<file path="src/rtl/tbg_pkg.sv">
package tbg_pkg;

  typedef enum logic {
    FE_REAL = 1'b0,
    FE_CPLX = 1'b1
  } fe_mode_e;

  function automatic int unsigned max_u(input int unsigned a, input int unsigned b);
    return (a > b) ? a : b;
  endfunction

endpackage

</file>
<file path="src/rtl/tbg_preset_sel.sv">
module tbg_preset_sel
  import tbg_pkg::*;
#(
  parameter int unsigned PRE_W      = 3,
  parameter int unsigned CNT_W      = 13,
  parameter int unsigned REAL_RATIO = 7,
  parameter int unsigned REAL_TERM  = 2885,
  parameter int unsigned CPLX_RATIO = 6,
  parameter int unsigned CPLX_TERM  = 4985
) (
  input  fe_mode_e           sel,
  output logic [PRE_W-1:0]   ratio_m1,
  output logic [CNT_W-1:0]   term
);

  localparam logic [PRE_W-1:0] REAL_M1 = PRE_W'(REAL_RATIO - 1);
  localparam logic [PRE_W-1:0] CPLX_M1 = PRE_W'(CPLX_RATIO - 1);
  localparam logic [CNT_W-1:0] REAL_TC = CNT_W'(REAL_TERM);
  localparam logic [CNT_W-1:0] CPLX_TC = CNT_W'(CPLX_TERM);

  always_comb begin
    unique case (sel)
      FE_CPLX: begin
        ratio_m1 = CPLX_M1;
        term     = CPLX_TC;
      end
      default: begin
        ratio_m1 = REAL_M1;
        term     = REAL_TC;
      end
    endcase
  end

endmodule

</file>
<file path="src/rtl/tbg_prescaler.sv">
module tbg_prescaler #(
  parameter int unsigned PRE_W   = 3,
  parameter int unsigned MAX_CNT = 6
) (
  input  logic             clk,
  input  logic             rst_n,
  input  logic [PRE_W-1:0] reload,
  output logic             zero,
  output logic [PRE_W-1:0] cnt
);

  always_ff @(posedge clk or negedge rst_n) begin
    if (!rst_n)           cnt <= '0;
    else if (cnt == '0)   cnt <= reload;
    else                  cnt <= cnt - 1'b1;
  end

  assign zero = (cnt == '0);

  AST_PRE_IN_RANGE: assert property (@(posedge clk) disable iff (!rst_n)
    cnt <= PRE_W'(MAX_CNT)) else $error("prescaler out of range");

endmodule

</file>
<file path="src/rtl/tbg_period_counter.sv">
module tbg_period_counter #(
  parameter int unsigned CNT_W   = 13,
  parameter int unsigned MAX_CNT = 4985
) (
  input  logic             clk,
  input  logic             rst_n,
  input  logic             init,
  input  logic             step,
  input  logic [CNT_W-1:0] term,
  output logic             term_hit,
  output logic [CNT_W-1:0] cnt
);

  always_ff @(posedge clk or negedge rst_n) begin
    if (!rst_n)          cnt <= '0;
    else if (init)       cnt <= term;
    else if (step) begin
      if (cnt == '0)     cnt <= term;
      else               cnt <= cnt - 1'b1;
    end
  end

  assign term_hit = step && (cnt == '0);

  AST_CNT_IN_RANGE: assert property (@(posedge clk) disable iff (!rst_n)
    cnt <= CNT_W'(MAX_CNT)) else $error("period counter out of range");

endmodule

</file>
<file path="src/rtl/tbg_status.sv">
module tbg_status (
  input  logic clk,
  input  logic rst_n,
  input  logic set_evt,
  input  logic clr,
  output logic flag
);

  always_ff @(posedge clk or negedge rst_n) begin
    if (!rst_n)        flag <= 1'b0;
    else if (set_evt)  flag <= 1'b1;
    else if (clr)      flag <= 1'b0;
  end

  AST_FLAG_SETS: assert property (@(posedge clk) disable iff (!rst_n)
    set_evt |=> flag) else $error("flag not set");
  AST_FLAG_CLEARS: assert property (@(posedge clk) disable iff (!rst_n)
    (clr && !set_evt) |=> !flag) else $error("flag not cleared");

endmodule

</file>
<file path="src/rtl/tbg_tick_gen.sv">
module tbg_tick_gen
  import tbg_pkg::*;
#(
  parameter int unsigned REAL_RATIO = 7,
  parameter int unsigned REAL_TERM  = 2885,
  parameter int unsigned CPLX_RATIO = 6,
  parameter int unsigned CPLX_TERM  = 4985
) (
  input  logic clk,
  input  logic rst_n,
  input  logic fe_mode,
  input  logic stat_clr,
  output logic tic,
  output logic tic_flag
);

  localparam int unsigned MAX_RATIO = max_u(REAL_RATIO, CPLX_RATIO);
  localparam int unsigned MAX_TERM  = max_u(REAL_TERM, CPLX_TERM);
  localparam int unsigned PRE_W     = (MAX_RATIO > 2) ? $clog2(MAX_RATIO) : 1;
  localparam int unsigned CNT_W     = (MAX_TERM > 1) ? $clog2(MAX_TERM + 1) : 1;

  logic             loaded;
  fe_mode_e         act_mode;
  fe_mode_e         sel_mode;
  logic             take_new;
  logic             pre_zero;
  logic             step;
  logic             boundary;
  logic [PRE_W-1:0] ratio_m1;
  logic [CNT_W-1:0] term;
  logic [PRE_W-1:0] pre_cnt;
  logic [CNT_W-1:0] per_cnt;

  // The mode input is taken only at start-up and at tick boundaries.
  assign take_new = !loaded || boundary;
  assign sel_mode = take_new ? fe_mode_e'(fe_mode) : act_mode;
  assign step     = loaded && pre_zero;

  always_ff @(posedge clk or negedge rst_n) begin
    if (!rst_n) begin
      loaded   <= 1'b0;
      act_mode <= FE_REAL;
      tic      <= 1'b0;
    end else begin
      loaded   <= 1'b1;
      act_mode <= sel_mode;
      tic      <= boundary;
    end
  end

  tbg_preset_sel #(
    .PRE_W(PRE_W), .CNT_W(CNT_W),
    .REAL_RATIO(REAL_RATIO), .REAL_TERM(REAL_TERM),
    .CPLX_RATIO(CPLX_RATIO), .CPLX_TERM(CPLX_TERM)
  ) u_sel (
    .sel(sel_mode), .ratio_m1(ratio_m1), .term(term)
  );

  tbg_prescaler #(.PRE_W(PRE_W), .MAX_CNT(MAX_RATIO - 1)) u_pre (
    .clk(clk), .rst_n(rst_n), .reload(ratio_m1), .zero(pre_zero), .cnt(pre_cnt)
  );

  tbg_period_counter #(.CNT_W(CNT_W), .MAX_CNT(MAX_TERM)) u_per (
    .clk(clk), .rst_n(rst_n), .init(!loaded), .step(step), .term(term),
    .term_hit(boundary), .cnt(per_cnt)
  );

  tbg_status u_stat (
    .clk(clk), .rst_n(rst_n), .set_evt(boundary), .clr(stat_clr), .flag(tic_flag)
  );

  AST_TIC_SINGLE: assert property (@(posedge clk) disable iff (!rst_n)
    tic |=> !tic) else $error("tick wider than one cycle");
  AST_TIC_WITH_FLAG: assert property (@(posedge clk) disable iff (!rst_n)
    tic |-> tic_flag) else $error("tick without flag");
  AST_TIC_RELOADED: assert property (@(posedge clk) disable iff (!rst_n)
    tic |-> (pre_cnt == ratio_m1) && (per_cnt == term))
    else $error("counters not reloaded at boundary");
  AST_NO_TIC_BEFORE_LOAD: assert property (@(posedge clk) disable iff (!rst_n)
    !loaded |-> !tic && !tic_flag) else $error("output before load");

endmodule

</file>
<file path="config.mk">
export PLATFORM = sky130hd
export DESIGN_NAME = tbg_tick_gen
export DESIGN_NICKNAME = d
export VERILOG_FILES = /design/src/rtl/tbg_pkg.sv /design/src/rtl/tbg_preset_sel.sv /design/src/rtl/tbg_prescaler.sv /design/src/rtl/tbg_period_counter.sv /design/src/rtl/tbg_status.sv /design/src/rtl/tbg_tick_gen.sv
export SDC_FILE = /design/constraint.sdc
export NUM_CORES = 1
export LEC_CHECK = 0
export CORE_MARGIN = 3
export CORE_UTILIZATION = 30
export DETAILED_ROUTE_END_ITERATION = 16
export PLACE_DENSITY = 0.5
export SLEW_MARGIN = 20
export SYNTH_ARGS = -nofsm -noshare
export SYNTH_HDL_FRONTEND = slang
export SYNTH_SLANG_ARGS = --single-unit
</file>
<file path="constraint.sdc">
create_clock -name clk -period 2 [get_ports clk]
set_input_delay 0.3 -clock clk [delete_from_list [all_inputs] [get_ports clk]]
set_output_delay 0.3 -clock clk [all_outputs]
set_load 0.1 [all_outputs]
</file>
Word level (Yosys, flattened, before mapping) --
Cells that the tools add are included.
Storage, ports and cells: register bits after elaboration 20, bits in latches 0, RAM bits 0, ROM bits 0, logic and storage cells 25, memories kept 0
Operators by class: add/subtract/negate cells 2, $mul 0, div/mod/pow operators 0, order comparisons 0, eq/ne operators 1, shift operators 0, muxes and demuxes 9, bitwise operators 0, reduce and logical (&&, ||, !) cells 7
Operators by type and width (number):
- 13-bit 2-to-1 mux | 4
- 13-bit zero test | 1
- 13-bit by 1-bit subtractor with 13-bit output, second input constant | 1
- 3-bit zero test | 1
- 1-bit 2-to-1 mux | 3
- 3-bit 2-to-1 mux | 1
- 3-bit by 1-bit subtractor with 3-bit output, second input constant | 1
- 1-bit logical AND | 2
- 2-bit 2-to-1 mux | 1
- 2-bit by 1-bit inequality test with 1-bit output, second input constant | 1
- 2-bit nonzero test | 1
- 1-bit zero test | 1
- 1-bit logical OR | 1

Logic depth before layout (Yosys ltp) --
Gate-level depths: netlist of the first run.
depth after elaboration 9, mapped depth 6, depth with buffers taken out 6

Hierarchy --
A second synthesis of the first run with hierarchy kept.
Second synthesis, totals: cells, all modules 148, area total of the unflattened synthesis 1387.6 um^2
By module, submodules not included:
- tbg_period_counter | times used 1, cells an instance 106, area each 959.7 um^2
- tbg_prescaler | times used 1, cells an instance 13, area each 148.9 um^2
- tbg_preset_sel | times used 1, cells an instance 18, area each 123.9 um^2
- tbg_tick_gen | times used 1, cells an instance 8, area each 118.9 um^2
- tbg_status | times used 1, cells an instance 3, area each 36.3 um^2

Worst setup path after synthesis of the first run --
Ideal clock, no wire load.
kind flip-flop to flip-flop, from reg u_per.cnt[5], to reg u_per.cnt[10], arrival 1773 ps, data required time 1921 ps, setup slack 148 ps, cell stages (with the launch flop) 5, buffers on the path 0, clock period less this slack 1852 ps, cell sequence dfrtp_1 -> or4_4 -> or3_1 -> or4_1 -> a21oi_1
On the way: longest elaborated chain between the ends 4, elaborated cells between the ends (all ways) 5, those cells by class add/sub: 1; mux: 3; reduce/logical: 1
Ends and longest elaborated chain:
- start: declaration | RTL line tbg_period_counter.sv:11 | output logic [CNT_W-1:0] cnt
- start signal: assignment | RTL line tbg_period_counter.sv:16 | else if (init) cnt <= term;
- start signal: assignment | RTL line tbg_period_counter.sv:18 | if (cnt == '0) cnt <= term;
- start signal: assignment | RTL line tbg_period_counter.sv:19 | else cnt <= cnt - 1'b1;
- 13-bit by 1-bit subtractor with 13-bit output or 13-bit zero test (tied branches) | RTL line tbg_period_counter.sv:19, tbg_period_counter.sv:18
- 13-bit 2-to-1 mux (*) | RTL line tbg_period_counter.sv:18
- 13-bit 2-to-1 mux (*) | RTL line tbg_period_counter.sv:17 | else if (step) begin
- 13-bit 2-to-1 mux (*) | RTL line tbg_period_counter.sv:16
Every way passes the cells marked *; elsewhere a longest branch is shown, timed or not. The select of a mux whose other input is x is not followed. A chain may end at the register's enable or synchronous reset.

Worst setup path in the final report of the first run --
from reg u_per.cnt[3], to reg u_per.cnt[10]
Same word-level chain as after synthesis.

==> results of run 1 <==
registers in the layout (all words and copies together), names as in the netlist:
name	count
u_pre.cnt	3
u_stat.flag	1
tic	1
act_mode	1
loaded	1
u_per.cnt	13
kinds of logic after synthesis:
group                    share of synthesized area (%)
XOR/XNOR                                          1.63
other                                            0.349
AND/OR/NAND/NOR                                   23.6
adder cells (fa/ha/maj)                           4.66
flip-flops                                        46.6
buffers and inverters                             3.14
AO/OA/AOI/OAI                                     20.0
worst max-delay path: cells and delay by family, from the launching register on:
family          cells  cell delay [ps]
flops               1              410
compound gates      1              120
simple gates        3             1340
layer usage:
metal | wire (um) | up-vias | track usage (%)
li1 | - | 466 | -
met1 | 1280 | 492 | 17.3
met2 | 1280 | 14 | 24.5
met3 | 94 | 2 | 4.08
met4 | 13 | 0 | 2.85
met5 | 0 | - | 0
per-stage QoR:
| step | TNS [ps] | instance area, um2 | hold slack (ps) |
|---|---|---|---|
| final | 0 | 1390 | 299 |
| after global placement | 0 | 1300 | 432 |
| after global routing | -9.13 | 1390 | 309 |
| after detailed placement | 0 | 1300 | 437 |
| after floorplan | 0 | 1070 | 4.41 |
| after CTS | 0 | 1350 | 315 |
synthesized netlist by cell type, types with 2 or more instances:
cell type	n
a21oi_1	4
a2bb2oi_1	2
a41oi_1	2
dfrtp_1	20
ha_1	4
inv_1	7
nand2_1	11
nand2b_1	3
nand3_1	3
nor2_1	4
nor3_1	3
nor3b_1	2
nor4_1	4
o21ai_0	5
o311ai_0	6
or3_1	5
or4_1	5
xnor2_1	2
cell type report:
cell class / count / share of cell area [%]
multi-input cells: 80 / 40.8
flip-flops and latches: 20 / 36.1
repair buffers: 23 / 13.0
well taps: 46 / 4.15
clock inverters: 1 / 2.16
inverters: 8 / 2.16
clock buffers: 3 / 1.62
placed cells by master, fill, tap and decap left out, types with 4 or more instances in the layout:
| master | netlist | layout |
|---|---|---|
| o21ai_0 | 5 | 5 |
| nor2_1 | 4 | 4 |
| or3_1 | 5 | 5 |
| inv_1 | 7 | 7 |
| or4_1 | 5 | 4 |
| buf_4 | 0 | 20 |
| o311ai_0 | 6 | 6 |
| nor4_1 | 4 | 4 |
| nand2_1 | 11 | 11 |
| dfrtp_1 | 20 | 20 |
timing repair:
| item | 4_1_cts | 5_1_grt |
|---|---|---|
| buffers inserted | 0 | 1 |
| gates resized for setup | 0 | 7 |
| setup endpoints to repair | 0 | 11 |
power groups by stage:
stage / combinational (W) / sequential [W] / clock [W]
after global placement: 0.000306 / 0.000499 / 0
after detailed placement: 0.000311 / 0.000502 / 0
after floorplan: 0.000195 / 0.000494 / 0
after global routing: 0.000369 / 0.000506 / 0.000367
after CTS: 0.000313 / 0.000494 / 0.000347
final: 0.000323 / 0.000495 / 0.000341
final timing paths:
kind / from / endpoint / slack (ps) / depth (start not counted)
min in group clk: u_pre.cnt[0] / u_pre.cnt[0] / 450 / 1
max in group asynchronous: rst_n / u_per.cnt[3] / 1490 / 2
max: u_per.cnt[3] / u_per.cnt[10] / 90 / 4
min: rst_n / u_stat.flag / 300 / 2
min reg2reg: u_pre.cnt[0] / u_pre.cnt[0] / 450 / 1
max reg2reg: u_per.cnt[3] / u_per.cnt[10] / 90 / 4
==> flow_summary.json, run 1 <==
{
  "cts_buffers": 3,
  "finalHoldViolCount": 0,
  "die_h_um": 65.9,
  "place.gp.congestion": 0.828,
  "p_comb_share_pct": 27.9,
  "antenna_found_initial": 0,
  "synthCells": 109,
  "synth_seq_area_share_pct": 46.6,
  "io_buffers": 5,
  "num_rows": 21,
  "p_int_w": 0.000814,
  "maxCapViolCount": 0,
  "p_switching_w": 0.000345,
  "drv_slew": 0,
  "cellPowerDensity_nw_per_um2": 835,
  "multiInputGateArea_um2": 567,
  "leakagePower_nw": 0.539,
  "vias_per_cell": 5.38,
  "start_util_pct": 31.7,
  "seqPwrFrac_pct": 42.7,
  "synth_edf_count": 0,
  "seq_area_um2": 500,
  "syn_nets": 117,
  "p_total_w": 0.00116,
  "track_usage_pct": 14.1,
  "dieWidth_um": 65.9,
  "dpl_worst_slack_ps": 58.2,
  "first_iter_violations": 59,
  "endpoint_kind": "flip-flop",
  "cpPeakStageDelay_ps": 580,
  "setup_viol": 0,
  "fp.dieArea_um2": 4340,
  "grt_overflow": 0,
  "yosysTopAreaCellShare_pct": 46.6,
  "startpoint_type": "flip-flop",
  "fin_cells": 181,
  "p_clk_share_pct": 29.4,
  "status": "complete, no violations",
  "grt_pass1_wl_mm": 4.69,
  "post_drt_wl_per_cell_um": 14.7,
  "synth_area_per_cell_um2": 9.86,
  "dp_cells": 176,
  "period_needed_ps": 1910,
  "core_area_um2": 3390,
  "cp_slowest_cell": "or4_4",
  "cts-root-buf": "clkbuf_4",
  "synth_top_area_cell": "dfrtp_1",
  "cts.path.max_buffers": 2,
  "fmax_mhz": 523,
  "ctsHoldBuffers": 0,
  "ant_nets": 0,
  "min_path_type": "primary input to asynchronous set/reset pin",
  "critPathMaxFanout": 6,
  "ys_dominant_reg_cell": "dfrtp_1",
  "ys_top_cells_by_area": "dfrtp_1 47%, o311ai_0 4.9%, ha_1 4.7%",
  "num_io_pins": 6,
  "ir_drop_mv": 0.517,
  "required_ps": 2260,
  "clk_pin_slew_ps": 120,
  "postLayoutCoreUtil_pct": 40.9,
  "nets": 144,
  "synth.distinct_cells": 35,
  "synthArstFlopShare_pct": 100,
  "switching_share_pct": 29.7,
  "yosysWarnings": 0,
  "criticalPathCategory": "flip-flop to flip-flop",
  "cts_sinks": 20,
  "dr.pass1.iters": 4,
  "post_route_cells_drive_above_1_share_pct": 25.2,
  "finClkSkew_ps": 6.57,
  "first_global_vias": 1007,
  "routed_wl_mm": 2.66,
  "hpwlAfterDp_mm": 1.93,
  "period_share_pct": 95.7,
  "n_fill_cell": 328,
  "drc": 0,
  "syn_to_final_growth_pct": 29.1,
  "cts_tree": "yes",
  "worstSkewPairLatency_ps": 310,
  "cp.arrival_ps": 2170,
  "setup_slack_ps": 86.2,
  "crit_chain": "or4_4 > or3_1 > or4_1 > a21oi_2",
  "ys_ff_latch": 20,
  "cts_max_level": 1,
  "netlist_area_um2": 1070,
  "diodes": 0,
  "vias": 974,
  "grt_max_degree": 21
}
No activity file was read; power rests on OpenSTA's default activity.
==> run 2, diff against run 1 <==
- ABC_AREA: not set -> 1
- CAP_MARGIN: not set -> 20
- CTS_CLUSTER_SIZE: not set -> 10
==> flow_summary.json, run 2 <==
{
  "status": "complete, no violations",
  "dpl_worst_slack_ps": 370,
  "cts_buffers": 3,
  "cts_sinks": 20,
  "critPathMaxFanout": 6,
  "post_route_cells_drive_above_1_share_pct": 13.2,
  "synthArstFlopShare_pct": 100,
  "synth_top_area_cell": "dfrtp_1",
  "io_buffers": 5,
  "cellPowerDensity_nw_per_um2": 998,
  "clk_pin_slew_ps": 70,
  "routed_wl_mm": 2.44,
  "synthCells": 157,
  "grt_max_degree": 21,
  "startpoint_type": "flip-flop",
  "vias_per_cell": 4.81,
  "min_path_type": "primary input to asynchronous set/reset pin",
  "layout_commonest_cell": "nand2_1",
  "reg2reg_from": "u_per.cnt[0]",
  "setup_slack_ps": 349,
  "finalHoldViolCount": 0,
  "postCtsResizedCells": 0,
  "final.setup.tns_ps": 0,
  "synth.distinct_cells": 24,
  "synth_edf_count": 0,
  "vias": 1035,
  "netlist_area_um2": 1180,
  "cp.arrival_ps": 1800,
  "setup_viol": 0,
  "grt_overflow": 0,
  "fin_cells": 215,
  "ys_top_cells_by_area": "dfrtp_1 43%, nand2_1 13%, inv_1 7.3%",
  "period_share_pct": 82.5,
  "nets": 176,
  "worstSkewPairLatency_ps": 250,
  "fmax_mhz": 606,
  "ir_drop_mv": 0.440,
  "reg.largest.list": "u_per.cnt (13), u_pre.cnt (3)",
  "first_global_vias": 983,
  "period_needed_ps": 1650,
  "place.gp.congestion": 0.883,
  "finClkSkew_ps": 1.32,
  "regMostFlops": "u_per.cnt",
  "dr.pass1.iters": 4,
  "fp.dieArea_um2": 4710,
  "drv_slew": 0,
  "endpoint_kind": "flip-flop",
  "drc": 0,
  "rr_endpoint": "u_per.cnt[3]",
  "hpwlAfterDp_mm": 1.89,
  "cts_tree": "yes",
  "core_area_um2": 3720,
  "criticalPathCategory": "flip-flop to flip-flop",
  "synth_area_per_cell_um2": 7.49,
  "rsz0062_at_grt": "no",
  "ctsHoldBuffers": 0,
  "die_h_um": 68.6,
  "num_io_pins": 6,
  "num_rows": 22,
  "dieWidth_um": 68.6,
  "diodes": 0,
  "syn_nets": 165,
  "r2r_slack_ps": 350,
  "syn_to_final_growth_pct": 14.3,
  "antenna_found_initial": 0,
  "yosysMostFrequentCell": "nand2_1",
  "leakagePower_nw": 0.669,
  "ys_ff_latch": 20,
  "yosysTopAreaCellShare_pct": 42.6,
  "dp_cells": 211,
  "start_util_pct": 31.6,
  "largest_register_ffs": 13,
  "first_iter_violations": 48,
  "postCtsSetupBuffers": 0,
  "grt_pass1_wl_mm": 4.40,
  "yosysWarnings": 0,
  "layout_common_cells": "40 x nand2_1, 23 x inv_1, 20 x dfrtp_1, 16 x nor2_1, 12 x nand3_1",
  "cts_max_level": 1,
  "ys_dominant_reg_cell": "dfrtp_1",
  "required_ps": 2150,
  "netlist_top_cells_count": "40 x nand2_1, 23 x inv_1, 20 x dfrtp_1, 16 x nor2_1, 12 x nand3_1",
  "ant_nets": 0,
  "cts.path.max_buffers": 2,
  "post_drt_wl_per_cell_um": 11.3,
  "reg2reg_depth": 11,
  "track_usage_pct": 12.7,
  "cts-root-buf": "clkbuf_8",
  "synth_seq_area_share_pct": 42.6,
  "maxCapViolCount": 0
}
==> run 2: how the worst max path moves through the flow <==
| stage | from | to | slack [ps] | cells after the start |
|---|---|---|---|---|
| 6_report | u_per.cnt[0] | u_per.cnt[3] | 350 | 11 |
| 5_1_grt | u_per.cnt[0] | u_per.cnt[4] | 120 | 11 |
| 4_1_cts | u_per.cnt[0] | u_per.cnt[3] | 350 | 11 |
| 3_5_place_dp | u_per.cnt[0] | u_per.cnt[3] | 370 | 11 |
| 3_3_place_gp | u_per.cnt[0] | u_per.cnt[3] | 400 | 11 |
| 2_1_floorplan | u_per.cnt[0] | u_per.cnt[12] | 600 | 11 |
==> run 2: kinds of logic after synthesis <==
kind of cell,synth area share (%)
fa+ha+maj,4.26
xor+xnor,2.98
simple gates,32.2
flops,42.6
other cells,0.319
buf+inv,8.30
compound gates,9.36
==> run 2: metal layers <==
metal | vias to the layer above | track usage [%] | share of wire (%)
li1 | 515 | - | -
met3 | 8 | 2.59 | 3.8
met5 | - | 0 | 0
met2 | 27 | 18.8 | 44
met4 | 0 | 6.20 | 2.5
met1 | 485 | 17.3 | 50
==> run 2: worst max-delay path, cell delays in order (launching register included) <==
cell and delay, ps:
dfrtp_1 400, inv_1 100, ha_1 220, nand3_1 90, nor2_1 110, nand2_2 130
nand2_2 120, nand3_2 110, nand3_2 120, nand2_1 60, inv_1 50, nand2_1 40
==> run 2: where the power goes <==
part           leakage [nW]  total, W  switching (W)  internal [W]
logic                 0.400  0.000451       0.000291      0.000161
registers             0.240  0.000582      0.0000830      0.000499
clock network        0.0288  0.000308       0.000133      0.000175
==> run 2: metrics by stage <==
stage / hold WS, ps / instance area, um2 / power [W] / utilization, %
2_1_floorplan: 4.41 / 1180 / 0.000921 / -
3_3_place_gp: 440 / 1290 / 0.00103 / 34.7
3_5_place_dp: 442 / 1290 / 0.00104 / 34.7
4_1_cts: 395 / 1340 / 0.00135 / 36.2
5_1_grt: 416 / 1340 / 0.00147 / 36.2
6_report: 385 / 1340 / 0.00134 / 36.2
==> run 2: final cells by class <==
class | instances | area, um2
clock buffer | 4 | 55.1
fill | 389 | 2370
inverter | 26 | 97.6
multi-input combinational | 111 | 578
sequential | 20 | 500
tap | 48 | 60.1
timing repair buffer | 6 | 52.6
==> run 3, diff against run 2 <==
- clock period: 2 -> 1.52 ns (I/O delays scaled with it)
==> flow_summary.json, run 3 (synthesized netlist as in run 2, its figures left out) <==
{
  "hpwlAfterDp_mm": 1.99,
  "die_h_um": 68.6,
  "cts_buffers": 3,
  "startpoint": "u_per.cnt[0]",
  "final.setup.tns_ps": 0,
  "r2r_slack_ps": 50,
  "track_usage_pct": 13.6,
  "startpoint_type": "flip-flop",
  "largest_register_ffs": 13,
  "worstSkewPairLatency_ps": 260,
  "fp.dieArea_um2": 4710,
  "min_path_type": "primary input to asynchronous set/reset pin",
  "ir_drop_mv": 0.591,
  "endpoint_kind": "flip-flop",
  "reg.largest.list": "u_per.cnt (13), u_pre.cnt (3)",
  "cts_max_level": 1,
  "finalInstanceArea_um2": 1670,
  "cts-root-buf": "clkbuf_8",
  "first_iter_violations": 41,
  "reg2reg_from": "u_per.cnt[0]",
  "cts_tree": "yes",
  "grt_pass1_wl_mm": 4.72,
  "finClkSkew_ps": 4.63,
  "drv_slew": 0,
  "layout_commonest_cell": "nand2_1",
  "syn_to_final_growth_pct": 41.6,
  "ant_nets": 0,
  "critPathCapture": "u_per.cnt[5]",
  "fin_hold_ws_ps": 298,
  "dieWidth_um": 68.6,
  "antenna_found_initial": 0,
  "dr.pass1.iters": 4,
  "status": "complete, no violations",
  "postLayoutCoreUtil_pct": 44.8,
  "layout_common_cells": "33 x nand2_1, 19 x dfrtp_1, 18 x inv_1, 17 x buf_4, 13 x nor2_1",
  "vias_per_cell": 4.64,
  "leakagePower_nw": 0.784,
  "first_global_vias": 1061,
  "core_area_um2": 3720,
  "nets": 193,
  "diodes": 0,
  "reg2reg_depth": 11,
  "period_needed_ps": 1470,
  "post_drt_wl_per_cell_um": 12.0,
  "period_share_pct": 96.7,
  "rsz0062_at_grt": "yes",
  "grt_overflow": 0,
  "cts_sinks": 20,
  "required_ps": 1680,
  "drc": 0,
  "p_total_w": 0.00224,
  "post_route_cells_drive_above_1_share_pct": 34.8,
  "num_rows": 22,
  "start_util_pct": 31.6,
  "grt_max_degree": 21,
  "rr_endpoint": "u_per.cnt[5]",
  "placed_area_um2": 1400,
  "io_buffers": 5,
  "regMostFlops": "u_per.cnt",
  "cts.path.max_buffers": 2,
  "routed_wl_mm": 2.78,
  "criticalPathCategory": "flip-flop to flip-flop",
  "cellPowerDensity_nw_per_um2": 1340,
  "num_io_pins": 6,
  "setup_viol": 0,
  "vias": 1076,
  "critPathMaxFanout": 4,
  "finalHoldViolCount": 0,
  "cp.arrival_ps": 1630,
  "maxCapViolCount": 0,
  "fmax_mhz": 680,
  "clk_pin_slew_ps": 80,
  "place.gp.congestion": 0.757
}
run 3: cell types whose count changed in the layout (fill, tap and decap cells not counted), sizes merged:
cell,previous run,this run
clkinvlp,0,1
buf,3,20
inv,26,25
bufinv,0,1
clkbuf,4,3
run 3: where the power goes:
| part | switching, W | internal (W) | total, W |
|---|---|---|---|
| registers | 0.000113 | 0.000659 | 0.000772 |
| logic | 0.000531 | 0.000398 | 0.000928 |
| clock network | 0.000188 | 0.000352 | 0.000540 |
run 3: repair_timing:
action | CTS | global route
resized for setup | 6 | 32
pin swaps | 4 | 10
hold endpoints to repair | 0 | 0
hold buffers | 0 | 0
setup endpoints to repair | 14 | 14
buffers inserted | 3 | 3
run 3: area by class of cell:
| cell class | instances | area (um2) |
|---|---|---|
| inverter | 26 | 101 |
| clock buffer | 3 | 41.3 |
| fill | 376 | 2050 |
| timing repair buffer | 23 | 209 |
| tap | 48 | 60.1 |
| sequential | 20 | 502 |
| clock inverter | 1 | 30.0 |
| multi-input combinational | 111 | 722 |
run 3: worst min-delay path by stage:
stage	cells after the start	slack, ps	to
after CTS	2	310	u_per.cnt[1]
after detailed placement	1	450	u_pre.cnt[0]
final	2	300	u_per.cnt[10]
after global routing	2	320	u_per.cnt[5]
after floorplan	0	-70	act_mode
after global placement	1	440	u_pre.cnt[0]
run 3: critical path, stage by stage (launching register included):
cell and delay [ps]:
dfrtp_1 390, inv_2 100, ha_4 150, nand3_2 70, nor2_2 100, nand2_2 120, nand2_4 120, nand3_4 80
nand3_4 80, nand2_1 50, inv_1 50, nand2_1 40
run 3: metrics by stage:
stage               worst slack, ps  cells
finish                         50.4    232
detailed placement            -41.9    222
global placement              -20.1    222
global route                  -45.9    232
CTS                           0.183    229
floorplan                       120    157
run 3: routing by layer:
layer | share of wire [%] | GRT usage (%) | up-vias
met3 | 2.8 | 4.05 | 4
met5 | 0 | 0 | -
li1 | - | - | 550
met1 | 45 | 15.8 | 513
met2 | 51 | 24.1 | 9
met4 | 1.2 | 3.72 | 0
